`src/rtl/gs_pkg.sv`:
```
package gs_pkg;

   typedef enum logic [2:0] {
      GS_START = 3'd0,
      GS_WRITE = 3'd1,
      GS_SKIP  = 3'd2,
      GS_CLEAR = 3'd3,
      GS_END   = 3'd4
   } gs_cmd_e;

   typedef enum logic [1:0] {
      GS_IDLE = 2'd0,
      GS_HIGH = 2'd1,
      GS_LOW  = 2'd2
   } gs_state_e;

   function automatic int unsigned gs_max(input int unsigned a, input int unsigned b);
      return (a > b) ? a : b;
   endfunction

endpackage

```
`src/rtl/gs_cmd_decode.sv`:
```
module gs_cmd_decode
   import gs_pkg::*;
#(
   parameter int unsigned W           = 8,
   parameter int unsigned FRAME_HI_US = 1,
   parameter int unsigned FRAME_LO_US = 4,
   parameter int unsigned WRITE_HI_US = 5,
   parameter int unsigned WRITE_LO_US = 200,
   parameter int unsigned SKIP_HI_US  = 1,
   parameter int unsigned SKIP_LO_US  = 100,
   parameter int unsigned CLEAR_HI_US = 20,
   parameter int unsigned CLEAR_LO_US = 200
) (
   input  logic [2:0]   code,
   output logic         known,
   output logic         starts_frame,
   output logic         ends_frame,
   output logic         drives_oe,
   output logic [W-1:0] hi_us,
   output logic [W-1:0] lo_us
);

   always_comb begin
      known        = 1'b1;
      starts_frame = 1'b0;
      ends_frame   = 1'b0;
      drives_oe    = 1'b0;
      hi_us        = '0;
      lo_us        = '0;
      case (code)
         GS_START: begin
            starts_frame = 1'b1;
            hi_us        = W'(FRAME_HI_US);
            lo_us        = W'(FRAME_LO_US);
         end
         GS_WRITE: begin
            drives_oe = 1'b1;
            hi_us     = W'(WRITE_HI_US);
            lo_us     = W'(WRITE_LO_US);
         end
         GS_SKIP: begin
            hi_us = W'(SKIP_HI_US);
            lo_us = W'(SKIP_LO_US);
         end
         GS_CLEAR: begin
            drives_oe = 1'b1;
            hi_us     = W'(CLEAR_HI_US);
            lo_us     = W'(CLEAR_LO_US);
         end
         GS_END: begin
            ends_frame = 1'b1;
            hi_us      = W'(FRAME_HI_US);
            lo_us      = W'(FRAME_LO_US);
         end
         default: known = 1'b0;
      endcase
   end

endmodule

```
`src/rtl/gs_phase_timer.sv`:
```
module gs_phase_timer #(
   parameter int unsigned DIV = 50,
   parameter int unsigned W   = 8
) (
   input  logic         clk,
   input  logic         rst_n,
   input  logic         load,
   input  logic [W-1:0] load_us,
   output logic         expired
);

   logic         running;
   logic [W-1:0] remain;
   logic         tick;

   generate
      if (DIV > 1) begin : g_prescale
         localparam int unsigned PW = $clog2(DIV);
         logic [PW-1:0] pre;
         always_ff @(posedge clk) begin
            if (!rst_n)             pre <= '0;
            else if (load || tick)  pre <= '0;
            else if (running)       pre <= pre + 1'b1;
         end
         assign tick = running && (pre == PW'(DIV - 1));
      end else begin : g_direct
         assign tick = running;
      end
   endgenerate

   assign expired = tick && (remain == W'(1));

   always_ff @(posedge clk) begin
      if (!rst_n) begin
         running <= 1'b0;
         remain  <= '0;
      end else if (load) begin
         running <= 1'b1;
         remain  <= load_us;
      end else if (tick) begin
         if (remain == W'(1)) running <= 1'b0;
         else                 remain  <= remain - 1'b1;
      end
   end

   assert_remain_nonzero_R5: assert property (@(posedge clk) disable iff (!rst_n)
      running |-> (remain != '0));

   assert_load_nonzero_R6: assert property (@(posedge clk) disable iff (!rst_n)
      load |-> (load_us != '0));

endmodule

```
`src/rtl/gate_row_seq.sv`:
```
module gate_row_seq
   import gs_pkg::*;
#(
   parameter int unsigned CLK_HZ      = 50_000_000,
   parameter int unsigned FRAME_HI_US = 1,
   parameter int unsigned FRAME_LO_US = 4,
   parameter int unsigned WRITE_HI_US = 5,
   parameter int unsigned WRITE_LO_US = 200,
   parameter int unsigned SKIP_HI_US  = 1,
   parameter int unsigned SKIP_LO_US  = 100,
   parameter int unsigned CLEAR_HI_US = 20,
   parameter int unsigned CLEAR_LO_US = 200
) (
   input  logic       clk,
   input  logic       rst_n,
   input  logic       cmd_valid,
   output logic       cmd_ready,
   input  logic [2:0] cmd_code,
   output logic       gate_en,
   output logic       gate_start_n,
   output logic       row_clk,
   output logic       row_oe,
   output logic       busy,
   output logic       done
);

   localparam int unsigned DIV    = CLK_HZ / 1_000_000;
   localparam int unsigned MAX_US = gs_max(gs_max(FRAME_LO_US, WRITE_LO_US),
                                           gs_max(SKIP_LO_US, CLEAR_LO_US));
   localparam int unsigned W      = $clog2(MAX_US + 1);

   generate
      if (CLK_HZ < 1_000_000 || (CLK_HZ % 1_000_000) != 0) begin : g_bad_clk
         $fatal(1, "CLK_HZ must be a whole number of MHz");
      end
      if (FRAME_HI_US == 0 || FRAME_LO_US <= FRAME_HI_US) begin : g_bad_frame
         $fatal(1, "frame pulse needs nonzero high and longer low");
      end
      if (WRITE_HI_US == 0 || WRITE_LO_US <= WRITE_HI_US) begin : g_bad_write
         $fatal(1, "write pulse needs nonzero high and longer low");
      end
      if (SKIP_HI_US == 0 || SKIP_LO_US <= SKIP_HI_US) begin : g_bad_skip
         $fatal(1, "skip pulse needs nonzero high and longer low");
      end
      if (CLEAR_HI_US == 0 || CLEAR_LO_US <= CLEAR_HI_US) begin : g_bad_clear
         $fatal(1, "clear pulse needs nonzero high and longer low");
      end
   endgenerate

   gs_state_e    state;
   gs_cmd_e      cur;
   logic [2:0]   sel_code;
   logic         known, starts_frame, ends_frame, drives_oe;
   logic [W-1:0] hi_us, lo_us;
   logic         accept, load, expired;
   logic [W-1:0] load_us;

   assign cmd_ready = (state == GS_IDLE);
   assign busy      = (state != GS_IDLE);
   assign accept    = cmd_valid && cmd_ready;
   assign sel_code  = (state == GS_IDLE) ? cmd_code : 3'(cur);

   gs_cmd_decode #(
      .W(W),
      .FRAME_HI_US(FRAME_HI_US), .FRAME_LO_US(FRAME_LO_US),
      .WRITE_HI_US(WRITE_HI_US), .WRITE_LO_US(WRITE_LO_US),
      .SKIP_HI_US(SKIP_HI_US),   .SKIP_LO_US(SKIP_LO_US),
      .CLEAR_HI_US(CLEAR_HI_US), .CLEAR_LO_US(CLEAR_LO_US)
   ) u_dec (
      .code(sel_code),
      .known(known),
      .starts_frame(starts_frame),
      .ends_frame(ends_frame),
      .drives_oe(drives_oe),
      .hi_us(hi_us),
      .lo_us(lo_us)
   );

   assign load    = (accept && known) || (state == GS_HIGH && expired);
   assign load_us = (state == GS_HIGH) ? lo_us : hi_us;

   gs_phase_timer #(.DIV(DIV), .W(W)) u_tmr (
      .clk(clk),
      .rst_n(rst_n),
      .load(load),
      .load_us(load_us),
      .expired(expired)
   );

   always_ff @(posedge clk) begin
      if (!rst_n) begin
         state        <= GS_IDLE;
         cur          <= GS_START;
         row_clk      <= 1'b0;
         row_oe       <= 1'b0;
         gate_start_n <= 1'b1;
         gate_en      <= 1'b0;
         done         <= 1'b0;
      end else begin
         done <= 1'b0;
         case (state)
            GS_IDLE: begin
               if (accept) begin
                  if (known) begin
                     cur     <= gs_cmd_e'(cmd_code);
                     state   <= GS_HIGH;
                     row_clk <= 1'b1;
                     row_oe  <= drives_oe;
                     if (starts_frame) begin
                        gate_start_n <= 1'b0;
                        gate_en      <= 1'b1;
                     end
                  end else begin
                     done <= 1'b1;
                  end
               end
            end
            GS_HIGH: begin
               if (expired) begin
                  row_clk <= 1'b0;
                  row_oe  <= 1'b0;
                  state   <= GS_LOW;
               end
            end
            GS_LOW: begin
               if (expired) begin
                  state        <= GS_IDLE;
                  done         <= 1'b1;
                  gate_start_n <= 1'b1;
                  if (ends_frame) gate_en <= 1'b0;
               end
            end
            default: state <= GS_IDLE;
         endcase
      end
   end

   assert_oe_inside_clk_R9: assert property (@(posedge clk) disable iff (!rst_n)
      row_oe |-> row_clk);

   assert_start_needs_enable_R3: assert property (@(posedge clk) disable iff (!rst_n)
      !gate_start_n |-> gate_en);

   assert_start_only_on_frame_R4: assert property (@(posedge clk) disable iff (!rst_n)
      !gate_start_n |-> (cur == GS_START));

   assert_clk_rise_busy_R2: assert property (@(posedge clk) disable iff (!rst_n)
      $rose(row_clk) |-> busy);

   assert_cmd_held_while_busy_R2: assert property (@(posedge clk) disable iff (!rst_n)
      busy |=> $stable(cur));

   assert_done_idle_R11: assert property (@(posedge clk) disable iff (!rst_n)
      done |-> (!row_clk && cmd_ready));

   assert_enable_drop_R10: assert property (@(posedge clk) disable iff (!rst_n)
      $fell(gate_en) |-> (done && cur == GS_END));

endmodule

```
`config.mk`:
```
export PLATFORM = sky130hd
export DESIGN_NAME = gate_row_seq
export DESIGN_NICKNAME = d
export VERILOG_FILES = /design/src/rtl/gs_pkg.sv /design/src/rtl/gs_cmd_decode.sv /design/src/rtl/gs_phase_timer.sv /design/src/rtl/gate_row_seq.sv
export SDC_FILE = /design/constraint.sdc
export NUM_CORES = 1
export LEC_CHECK = 0
export BUFFER_PORTS_ARGS = -buffer_cell sky130_fd_sc_hd__clkbuf_2
export CAP_MARGIN = 0
export CORE_MARGIN = 2
export CORE_UTILIZATION = 58
export DETAILED_ROUTE_END_ITERATION = 6
export PLACE_DENSITY = 0.86
export SETUP_SLACK_MARGIN = 0.3
export SLEW_MARGIN = 20
export SYNTH_ARGS = -nofsm -noshare
export SYNTH_HDL_FRONTEND = slang
export SYNTH_SLANG_ARGS = --single-unit
export TNS_END_PERCENT = 30
```
`constraint.sdc`:
```
create_clock -name clk -period 2 [get_ports clk]
set_input_delay 0.3 -clock clk [delete_from_list [all_inputs] [get_ports clk]]
set_output_delay 0.3 -clock clk [all_outputs]
set_load 0.01 [all_outputs]
```
== Word level (Yosys, flattened, before mapping) ==
Cells that the tools add are included.

* Flip-flop bits (word level): 25
* Input port bits: 6
* Output and inout bits: 7
* Word-level logic and storage cells: 95

* Add/subtract/negate cells: 2
* Equality and inequality tests: 15
* Mux-type cells: 41
* Bitwise operators: 1
* Reductions and logical operators: 26

{| class="wikitable"
|+ Operators by type and width
! operator !! count
|-
| 8-bit two-way mux || 4
|-
| 1-bit two-way mux || 24
|-
| 8-bit case mux with 3 select lines || 1
|-
| 5-bit case mux with 3 select lines || 1
|-
| 1-bit case mux with 2 select lines || 5
|-
| 2-bit nonzero test || 5
|-
| 8-bit by 1-bit == test with 1-bit output (second input constant) || 1
|-
| 2-bit two-way mux || 4
|-
| 2-bit by 1-bit != test with 1-bit output (second input constant) || 4
|-
| 4-bit AND reduction || 2
|-
| 8-bit by 1-bit subtractor with 8-bit output (second input constant) || 1
|-
| 6-bit by 1-bit adder with 6-bit output (second input constant) || 1
|-
| 3-bit by 2-bit == test with 1-bit output (second input constant) || 2
|-
| 6-bit == test (second input constant) || 1
|-
| 2-bit != test (second input constant) || 3
|-
| 2-bit case mux with 3 select lines || 1
|-
| 6-bit AND reduction || 1
|-
| 2-bit OR reduction || 3
|-
| 1-bit logical AND || 5
|-
| 5-bit AND reduction || 1
|-
| 5-bit OR reduction || 1
|-
| 2-bit AND reduction || 2
|-
| 3-bit by 1-bit == test with 1-bit output (second input constant) || 1
|-
| 3-bit == test (second input constant) || 1
|-
| 9 further kinds || 10
|}

== Logic depth before layout (Yosys ltp) ==
Gate-level depths: netlist (run 1).

* Depth in word-level cells: 9
* Gate-level depth with buffers: 8
* Gate-level depth less buffers: 7

== Hierarchy ==
From an unflattened synthesis (run 1), not the netlist that was laid out.

* Cell total of the unflattened synthesis: 179
* Area, all modules: 1595.3 um^2

{| class="wikitable"
|+ By module, submodules not included
! module !! instances !! cells an instance !! area each (um^2) !! sequential area each (um^2)
|-
| gs_phase_timer || 1 || 97 || 854.6 || 300.3
|-
| gate_row_seq || 1 || 57 || 560.5 || 200.2
|-
| gs_cmd_decode || 1 || 25 || 180.2 || 0.0
|}

== Worst setup path before layout (run 1) ==
Ideal clock, no wire load.

* Kind: register to register
* From: register u_tmr.remain[0]
* To: register u_tmr.remain[6]
* Setup time: 0.121 ns
* Arrival time: 1.661 ns
* Data required time: 1.879 ns
* Path slack: 0.218 ns
* Cell stages (with the launch flop): 7
* Buffers on the path: 0
* Period minus slack after synthesis: 1.782 ns
* Path through: dfxtp_1 ha_1 or3b_2 nor4_4 mux2i_1 a211oi_2 nor3_1

* Cells in the longest elaborated chain, start to end: 6
* Elaborated cells on any way between the ends: 11
* Classes of those cells: 1 x add/sub; 2 x eq/ne; 3 x mux; 5 x reduce/logical

{| class="wikitable"
|+ RTL lines
! what !! line !! source
|-
| start, declared || gs_phase_timer.sv:13 || <nowiki>logic [W-1:0] remain;</nowiki>
|-
| start signal, assigned || gs_phase_timer.sv:39 || <nowiki>remain <= load_us;</nowiki>
|-
| start signal, assigned || gs_phase_timer.sv:42 || <nowiki>else remain <= remain - 1'b1;</nowiki>
|-
| branches (longest 6 deep; another with 8-bit by 1-bit subtractor with 8-bit output) || -- ||
|}

Parallel ways; which one is timed is not known. The select of a mux whose other input is x is not followed.
A chain may end at the register's enable or synchronous reset.

== Worst setup path after layout (run 1) ==
* From: register u_tmr.remain[2]
* To: register u_tmr.remain[6]

Same word-level chain as after synthesis.

==> results.json, run 1 <==
{
  "status": "complete, no violations",
  "synth_nets": 184,
  "drt-initial-drc-count": 39,
  "ir_worst_vdd_v": 0.000593,
  "ys_seq_elements": 25,
  "setup_viol": 0,
  "hold_end": "cur[1]",
  "ios": 13,
  "r2r-end": "u_tmr.remain[6]",
  "crit_fanout": 4,
  "drt_pass1_iterations": 4,
  "grt_pass1_wl_mm": 5.35,
  "hold_viol_final": 0,
  "finalMaxSlewViolations": 0,
  "path_class": "reg -> reg",
  "finalCritPeriodShare": 0.880,
  "r2r_setup_slack_ps": 240,
  "syn_to_final_growth_pct": 20.4,
  "first_global_vias": 1248,
  "die_h_um": 53.4,
  "synth_area_um2": 1410,
  "fp.dieW_um": 53.4,
  "synth_warnings": 0,
  "cts-root-buf": "clkbuf_4",
  "max_clock_freq_ghz": 0.568,
  "hp-start": "cmd_code[1]",
  "syn_area_per_cell_um2": 8.13,
  "n_antenna_cell": 0,
  "numCtsBuffers": 3,
  "drive_gt1_frac": 0.291,
  "ys.flop_type": "dfxtp_1",
  "vias": 1399,
  "pwr_density_cell_nw_per_um2": 594,
  "num_rows": 17,
  "wl_per_cell_um": 14.8,
  "clock_skew_ps": 7.48,
  "min_path_type": "in -> reg",
  "drc": 0,
  "grt_overflow": 0,
  "critical_path.startpoint": "u_tmr.remain[2]",
  "clock_path_buffers": 2,
  "fin_nets": 207,
  "cp.arrival_ps": 1980,
  "slew_headroom": 0.728,
  "worst_pin_slew_ps": 407,
  "io_buffers": 12,
  "core-area_um2": 2250,
  "hpwl_mm": 2.33,
  "grt_max_degree": 14,
  "cts.clk_slew.worst_paths_ps": 130,
  "ys_seq_area_frac": 0.354,
  "hold_ws_ps": 274,
  "cap_violations": 0,
  "cts_tree": "yes",
  "power.leakage_nw": 0.636,
  "synth_cell_type_count": 42,
  "synth_edf_count": 0,
  "ant_nets": 0,
  "gp_congestion": 0.826,
  "reg2regPathDepth": 5,
  "required_ps": 2220,
  "setup_tns_ps": 0,
  "htreeDepth": 1,
  "initial_core_util": 0.627,
  "async_reset_ff_frac": 0,
  "setup.worst_path.start_class": "flip-flop",
  "grt_usage": 0.259,
  "whs_path_depth": 3,
  "period_needed_ps": 1760,
  "drt-total-wl_mm": 3.31,
  "netlist_instances": 174,
  "r2r-start": "u_tmr.remain[2]",
  "cp-end-kind": "flip-flop",
  "clk_latency_ps": 310,
  "avgViaCountPerCell": 6.25,
  "antenna_found_initial": 0,
  "die_area_um2": 2850,
  "clock_sinks": 25,
  "rsz0062_at_grt": "yes"
}
[routing by layer]
| metal | wire (um) | GRT usage |
|---|---|---|
| met5 | 0 | 0 |
| met2 | 1640 | 0.451 |
| met1 | 1430 | 0.301 |
| met3 | 163 | 0.0650 |
| met4 | 76 | 0.0940 |
[sequential cells by signal, indices dropped and copies added, names as in the netlist, 2 cells and up]
name                  count
u_tmr.g_prescale.pre      6
state                     2
u_tmr.remain              8
cur                       3
[through the flow]
stage	area (um^2)	util	power [W]	instances	setup WS (ps)
finish	1700	0.755	0.00101	224	241
CTS	1610	0.714	0.000992	220	248
detailed placement	1520	0.675	0.000764	211	130
global placement	1520	0.675	0.000758	211	170
floorplan	1430	-	0.000705	174	290
global route	1700	0.755	0.00107	224	177
[worst max-delay path by stage]
stage	to	slack (ps)	cells after the start
after detailed placement	u_tmr.remain[3]	130	7
after CTS	u_tmr.remain[5]	250	8
after global placement	u_tmr.remain[6]	170	7
after global routing	done	180	5
after floorplan	u_tmr.remain[6]	290	8
final	u_tmr.remain[6]	240	5
[critical path, cell delays in order, from the launching register on]
cell and delay [ps]:
dfxtp_4 370, or4_4 560, nor4_4 350, mux2i_1 150
a211oi_2 170, nor3_1 60
[cell usage in the layout, fill, tap and decap left out, types with 7 or more instances in the layout]
cell type,count
inv_1,7
nand2_1,16
dfxtp_1,17
a21oi_1,12
clkbuf_2,12
nor2_1,22
buf_4,10
nor3_1,10
[synth_stat cells (all sizes together) (3+ instances only)]
cell type,n,area (um^2)
dfxtp,25,500
nor2,22,82.6
nand2,16,60.1
a21oi,13,65.1
nor3,10,50.1
inv,9,33.8
nand3,7,35.0
o21ai,7,35.0
xor2,6,52.6
a211oi,4,40.0
a31oi,4,25.0
buf,4,20.0
ha,4,50.1
nor4,4,55.1
clkbuf,3,12.5
mux2i,3,30.0
nand4,3,18.8
xnor2,3,26.3
[power breakdown]
group	switching [W]	internal, W	total (W)	leakage [nW]
Clock	0.000141	0.0000780	0.000219	0.0150
Combinational	0.000129	0.000110	0.000240	0.413
Sequential	0.0000293	0.000523	0.000552	0.208
Total	0.000300	0.000711	0.00101	0.636
[repair_timing]
action / 4_1_cts / 5_1_grt
gates resized for setup: 8 / 16
endpoints found under the setup margin: 11 / 16
buffers inserted: 5 / 4
hold buffers: 0 / 0
endpoints found under the hold margin: 0 / 0
pin swaps: 3 / 6
[cell families (layout without fill, tap and decap cells)]
group           count (synthesis)  count (layout)  synth area share
buf+inv                        16              38            0.0469
simple gates                   78              78             0.304
flops                          25              25             0.354
compound gates                 38              38             0.174
xor+xnor                        9               9            0.0558
mux                             4               4            0.0292
fa+ha+maj                       4               4            0.0354
[final cells by class]
type	count	area [um^2]
Timing Repair Buffer	25	169
Sequential cell	25	515
Fill cell	160	553
Multi-Input combinational cell	133	922
Tap cell	28	35.0
Clock buffer	4	26.3
Inverter	9	33.8
Power figures use the tool's default switching activity.
==> inputs of run 2 (changes only) <==
- ABC_AREA: default -> 1
==> results.json, run 2 <==
{
  "status": "complete, no violations",
  "crit_fanout": 13,
  "crit_chain": "o21ai_0, nand2_2, nand2_4, nand2_4, nand2_8, nand2_4, inv_2, nand2_1, nand2_1, inv_1, nor2_1",
  "syn_area_per_cell_um2": 6.48,
  "pwr_density_cell_nw_per_um2": 690,
  "setup_tns_ps": 0,
  "p_seq_frac": 0.486,
  "critPathSlowestCell": "dfxtp_2",
  "grt_usage": 0.243,
  "layout_commonest_cell": "nand2_1",
  "worst-path-buf-inv": 2,
  "largest_reg_flops": 8,
  "dpl_cell_area_um2": 1600,
  "wl_per_cell_um": 11.8,
  "first_global_vias": 1291,
  "htreeDepth": 1,
  "core-area_um2": 2480,
  "cp_common_cell": "nand2_4",
  "ant_nets": 0,
  "swShare": 0.369,
  "grt_pass1_wl_mm": 5.29,
  "drive_gt1_frac": 0.202,
  "cts-root-buf": "clkbuf_4",
  "synth_common_cells": "nand2_1, nor2_1, inv_1",
  "ios": 13,
  "ir_worst_vdd_v": 0.000503,
  "clock_skew_ps": 4.22,
  "synth_top_area_frac": 0.332,
  "drt-total-wl_mm": 3.34,
  "largestRegisters": "u_tmr.remain: 8 flops, u_tmr.g_prescale.pre: 6 flops, cur: 3 flops",
  "ys_seq_area_frac": 0.332,
  "synth_nets": 243,
  "max_clock_freq_ghz": 0.612,
  "crit_family": "simple AND/OR/NAND/NOR gates",
  "syn_to_final_growth_pct": 13.2,
  "fillers": 218,
  "rsz0062_at_grt": "yes",
  "combPwrFrac": 0.317,
  "slew_headroom": 0.728,
  "die_h_um": 55.0,
  "synth_area_um2": 1510,
  "ys_seq_elements": 25,
  "async_reset_ff_frac": 0,
  "setup_viol": 0,
  "gp_congestion": 0.893,
  "antenna_found_initial": 0,
  "io_buffers": 12,
  "post-place-ws_ps": 333,
  "numCtsBuffers": 3,
  "cts.clk_slew.worst_paths_ps": 140,
  "n_antenna_cell": 0,
  "finalMaxSlewViolations": 0,
  "finalCritPeriodShare": 0.817,
  "clock_path_buffers": 2,
  "fin_ws_ps": 366,
  "power.total_w": 0.00118,
  "period_needed_ps": 1630,
  "clk_latency_ps": 330,
  "grt_max_degree": 16,
  "netlist_instances": 233,
  "fin_nets": 264,
  "required_ps": 2260,
  "vias": 1462,
  "yosys.area.top_type": "dfxtp_1",
  "cap_violations": 0,
  "multi_input_area_um2": 912,
  "hpwl_mm": 2.43,
  "power.switching_w": 0.000435,
  "cp.arrival_ps": 1900,
  "path_class": "reg -> reg",
  "synth_cell_type_count": 24,
  "cp-end-kind": "flip-flop",
  "ys.flop_type": "dfxtp_1",
  "drt-initial-drc-count": 51,
  "clock_power_share": 0.197,
  "drc": 0,
  "slowest_delay_ps": 380,
  "min_path_type": "in -> reg",
  "power.leakage_nw": 0.851,
  "drt_pass1_iterations": 4,
  "avgViaCountPerCell": 5.17,
  "hold_viol_final": 0,
  "grt_overflow": 0,
  "post-synth-top-count-cell": "nand2_1",
  "synth_edf_count": 0,
  "internal-power_w": 0.000744,
  "regMostFlops": "u_tmr.remain",
  "initial_core_util": 0.609,
  "cts_hold_buf": 0,
  "layoutNonFillerInstCount": 283,
  "r2r_setup_slack_ps": 370,
  "fp.dieW_um": 55.0,
  "worst_pin_slew_ps": 406,
  "synthTopCellsByArea": "dfxtp_1, nand2_1, nor2_1",
  "final_area_um2": 1710,
  "setup.worst_path.start_class": "flip-flop",
  "cts_tree": "yes",
  "die_area_um2": 3030,
  "final_cell_mix": "nand2_1, nor2_1, inv_1, dfxtp_1, nand3_1",
  "placed_cells": 274,
  "regArea_um2": 505,
  "num_rows": 18,
  "clock_sinks": 25,
  "synth_warnings": 0
}
-- run 2: cell count changes after synthesis, sizes merged, moves of 4 or more --
cell    previous run  this run
inv                9        32
o21ai              7        14
nand2             16        75
nor4               4         0
nand3              7        18
nor2              22        41
a31oi              4         0
a211oi             4         0
nor3              10         2
-- run 2: worst paths after layout --
| kind | to | from | cells after the start |
|---|---|---|---|
| min reg2reg | row_oe | row_oe | 2 |
| max | u_tmr.remain[6] | state[1] | 11 |
| min | cur[0] | cmd_code[0] | 3 |
| max reg2reg | u_tmr.remain[6] | state[1] | 11 |
-- run 2: stage by stage --
stage	hold slack (ps)	util
after floorplan	429	-
after global placement	444	0.645
after detailed placement	457	0.645
after CTS	253	0.657
after global routing	247	0.689
final	244	0.689
-- run 2: area by class of cell --
type,instances,area share
Clock inverter,1,0.00293
Tap cell,30,0.0220
Timing Repair Buffer,18,0.0615
Sequential cell,25,0.296
Inverter,32,0.0703
Multi-Input combinational cell,174,0.534
Clock buffer,3,0.0132
-- run 2: cell families (layout without fill, tap and decap cells) --
| kind of cell | after synthesis | after routing | share of synthesized area |
|---|---|---|---|
| buffers and inverters | 34 | 54 | 0.0896 |
| AND/OR/NAND/NOR | 139 | 139 | 0.429 |
| AO/OA/AOI/OAI | 26 | 26 | 0.0879 |
| adder cells (fa/ha/maj) | 4 | 4 | 0.0332 |
| XOR/XNOR | 5 | 5 | 0.0290 |
| flip-flops | 25 | 25 | 0.332 |
-- run 2: power by group through the flow --
stage               clock network, W  logic, W  registers, W
floorplan                          0  0.000278      0.000577
global placement                   0  0.000343      0.000580
detailed placement                 0  0.000351      0.000582
CTS                         0.000237  0.000352      0.000571
global route                0.000251  0.000426      0.000578
finish                      0.000232  0.000374      0.000573
-- run 2: timing repair --
item | 4_1_cts | 5_1_grt
endpoints found under the setup margin | 0 | 11
buffers inserted | 0 | 5
hold endpoints to repair | 0 | 0
gates resized for setup | 0 | 16
-- run 2: worst min-delay path, stage by stage --
cell and delay, ps:
clkbuf_2 90, nand2_1 80, a21oi_1 60
-- run 2: per-layer routing --
layer / vias up / track usage / part of all wire
met5: - / 0 / 0
met4: 0 / 0.114 / 0.032
met3: 13 / 0.0349 / 0.044
met2: 48 / 0.403 / 0.49
met1: 635 / 0.311 / 0.44
li1: 766 / - / -
==> inputs of run 3 (changes only) <==
- clock period: 2 -> 1.71 ns (I/O delays scaled with it)
==> results.json, run 3 (synthesis gave the netlist of run 2 again) <==
{
  "slowest_delay_ps": 350,
  "avgViaCountPerCell": 5.31,
  "layout_commonest_cell": "nand2_1",
  "syn_to_final_growth_pct": 20.4,
  "vias": 1555,
  "largest_reg_flops": 8,
  "regMostFlops": "u_tmr.remain",
  "ios": 13,
  "finalCritPeriodShare": 0.925,
  "clock_path_buffers": 2,
  "cts-root-buf": "clkbuf_4",
  "cp_common_cell": "nand2_2",
  "io_buffers": 12,
  "path_depth": 13,
  "placed_cells": 278,
  "numCtsBuffers": 3,
  "crit_fanout": 7,
  "grt_overflow": 0,
  "cts_tree": "yes",
  "die_h_um": 55.0,
  "slew_headroom": 0.723,
  "grt_use_met2": 0.425,
  "largestRegisters": "u_tmr.remain: 8 flops, u_tmr.g_prescale.pre: 6 flops, cur: 3 flops",
  "power.leakage_nw": 0.898,
  "clock_sinks": 25,
  "met1_usage": 0.341,
  "pwr_density_cell_nw_per_um2": 797,
  "cap_violations": 0,
  "finalMaxSlewViolations": 0,
  "crit_chain": "inv_2, ha_4, nand2_2, inv_2, nand2_2, nor2_4, nand3_4, nand2_4, inv_4, nand2_2, nand2_2, inv_2, nor2_1",
  "critPathSlowestCell": "dfxtp_2",
  "drt-initial-drc-count": 62,
  "initial_core_util": 0.609,
  "ir_worst_vdd_v": 0.000595,
  "rsz0062_at_grt": "yes",
  "ant_nets": 0,
  "final_area_um2": 1820,
  "n_antenna_cell": 0,
  "drive_gt1_frac": 0.270,
  "drc": 0,
  "final_util": 0.733,
  "grt_pass1_wl_mm": 5.71,
  "dpl_cell_area_um2": 1630,
  "hold_ws_ps": 185,
  "setup_viol": 0,
  "grtUsageMet3": 0.0430,
  "setup.worst_path.start_class": "flip-flop",
  "drt_pass1_iterations": 5,
  "crit_family": "simple AND/OR/NAND/NOR gates",
  "clock_skew_ps": 7.70,
  "final_cell_mix": "nand2_1, nor2_1, inv_1, dfxtp_1, buf_4",
  "layoutNonFillerInstCount": 293,
  "grt_max_degree": 16,
  "fillers": 189,
  "gp_congestion": 0.887,
  "cp-end-kind": "flip-flop",
  "hold_viol_final": 0,
  "htreeDepth": 1,
  "whs_path_depth": 3,
  "core-area_um2": 2480,
  "max_clock_freq_ghz": 0.632,
  "fin_nets": 274,
  "setup_tns_ps": 0,
  "num_rows": 18,
  "die_area_um2": 3030,
  "worst-path-buf-inv": 4,
  "period_needed_ps": 1580,
  "fp.dieW_um": 55.0,
  "worst_pin_slew_ps": 414,
  "min_path_type": "in -> reg",
  "grt_usage": 0.257,
  "hpwl_mm": 2.33,
  "cts.clk_slew.worst_paths_ps": 140,
  "antenna_found_initial": 0,
  "required_ps": 1940,
  "wl_per_cell_um": 12.7,
  "status": "complete, no violations",
  "top_usage_layer": "met2",
  "drt-total-wl_mm": 3.71,
  "path_class": "reg -> reg",
  "cp.arrival_ps": 1820,
  "clk_latency_ps": 320,
  "reg2regPathDepth": 13,
  "first_global_vias": 1349
}
-- run 3: cell types whose count changed in the layout (fill, tap and decap cells not counted), sizes merged --
cell / previous run / this run
buf: 6 / 16
clkbuf: 15 / 16
clkinv: 1 / 0
-- run 3: final timing paths --
kind                           start              end  slack (ps)
max reg2reg  u_tmr.g_prescale.pre[1]  u_tmr.remain[6]         130
min reg2reg                   cur[1]           cur[1]         470
min                      cmd_code[0]           cur[0]         190
max          u_tmr.g_prescale.pre[1]  u_tmr.remain[6]         130
-- run 3: layout make-up --
type	instances	area [um^2]	share of cell area
multi-input cells	174	945	0.520
flip-flops and latches	25	505	0.278
repair buffers	28	180	0.0992
inverters	32	123	0.0675
well taps	30	37.5	0.0207
clock buffers	4	26.3	0.0145
-- run 3: worst min-delay path, delay by kind of cell --
| kind | cells | cell delay [ps] |
|---|---|---|
| AO/OA/AOI/OAI | 1 | 60 |
| buffers and inverters | 1 | 90 |
| AND/OR/NAND/NOR | 1 | 80 |
-- run 3: through the flow --
stage,setup WS (ps),total power (W)
3_3_place_gp,118,0.00110
6_report,128,0.00145
5_1_grt,41.7,0.00153
2_1_floorplan,282,0.00100
3_5_place_dp,69.1,0.00110
4_1_cts,149,0.00140
-- run 3: what timing repair did --
action | in CTS | in global routing
pin swaps | 9 | 9
setup endpoints to repair | 19 | 25
gates resized for setup | 20 | 7
hold buffers | 0 | 0
setup buffers | 9 | 2
-- run 3: power by group --
part / internal [W] / leakage, nW / switching, W
combinational: 0.000189 / 0.677 / 0.000319
sequential: 0.000629 / 0.206 / 0.0000400
clock: 0.0000914 / 0.0150 / 0.000180
total: 0.000909 / 0.898 / 0.000539
-- run 3: per-layer routing --
| layer | up-vias | part of all wire |
|---|---|---|
| li1 | 789 | - |
| met4 | 0 | 0.0078 |
| met1 | 695 | 0.43 |
| met3 | 5 | 0.061 |
| met2 | 66 | 0.50 |
| met5 | - | 0 |
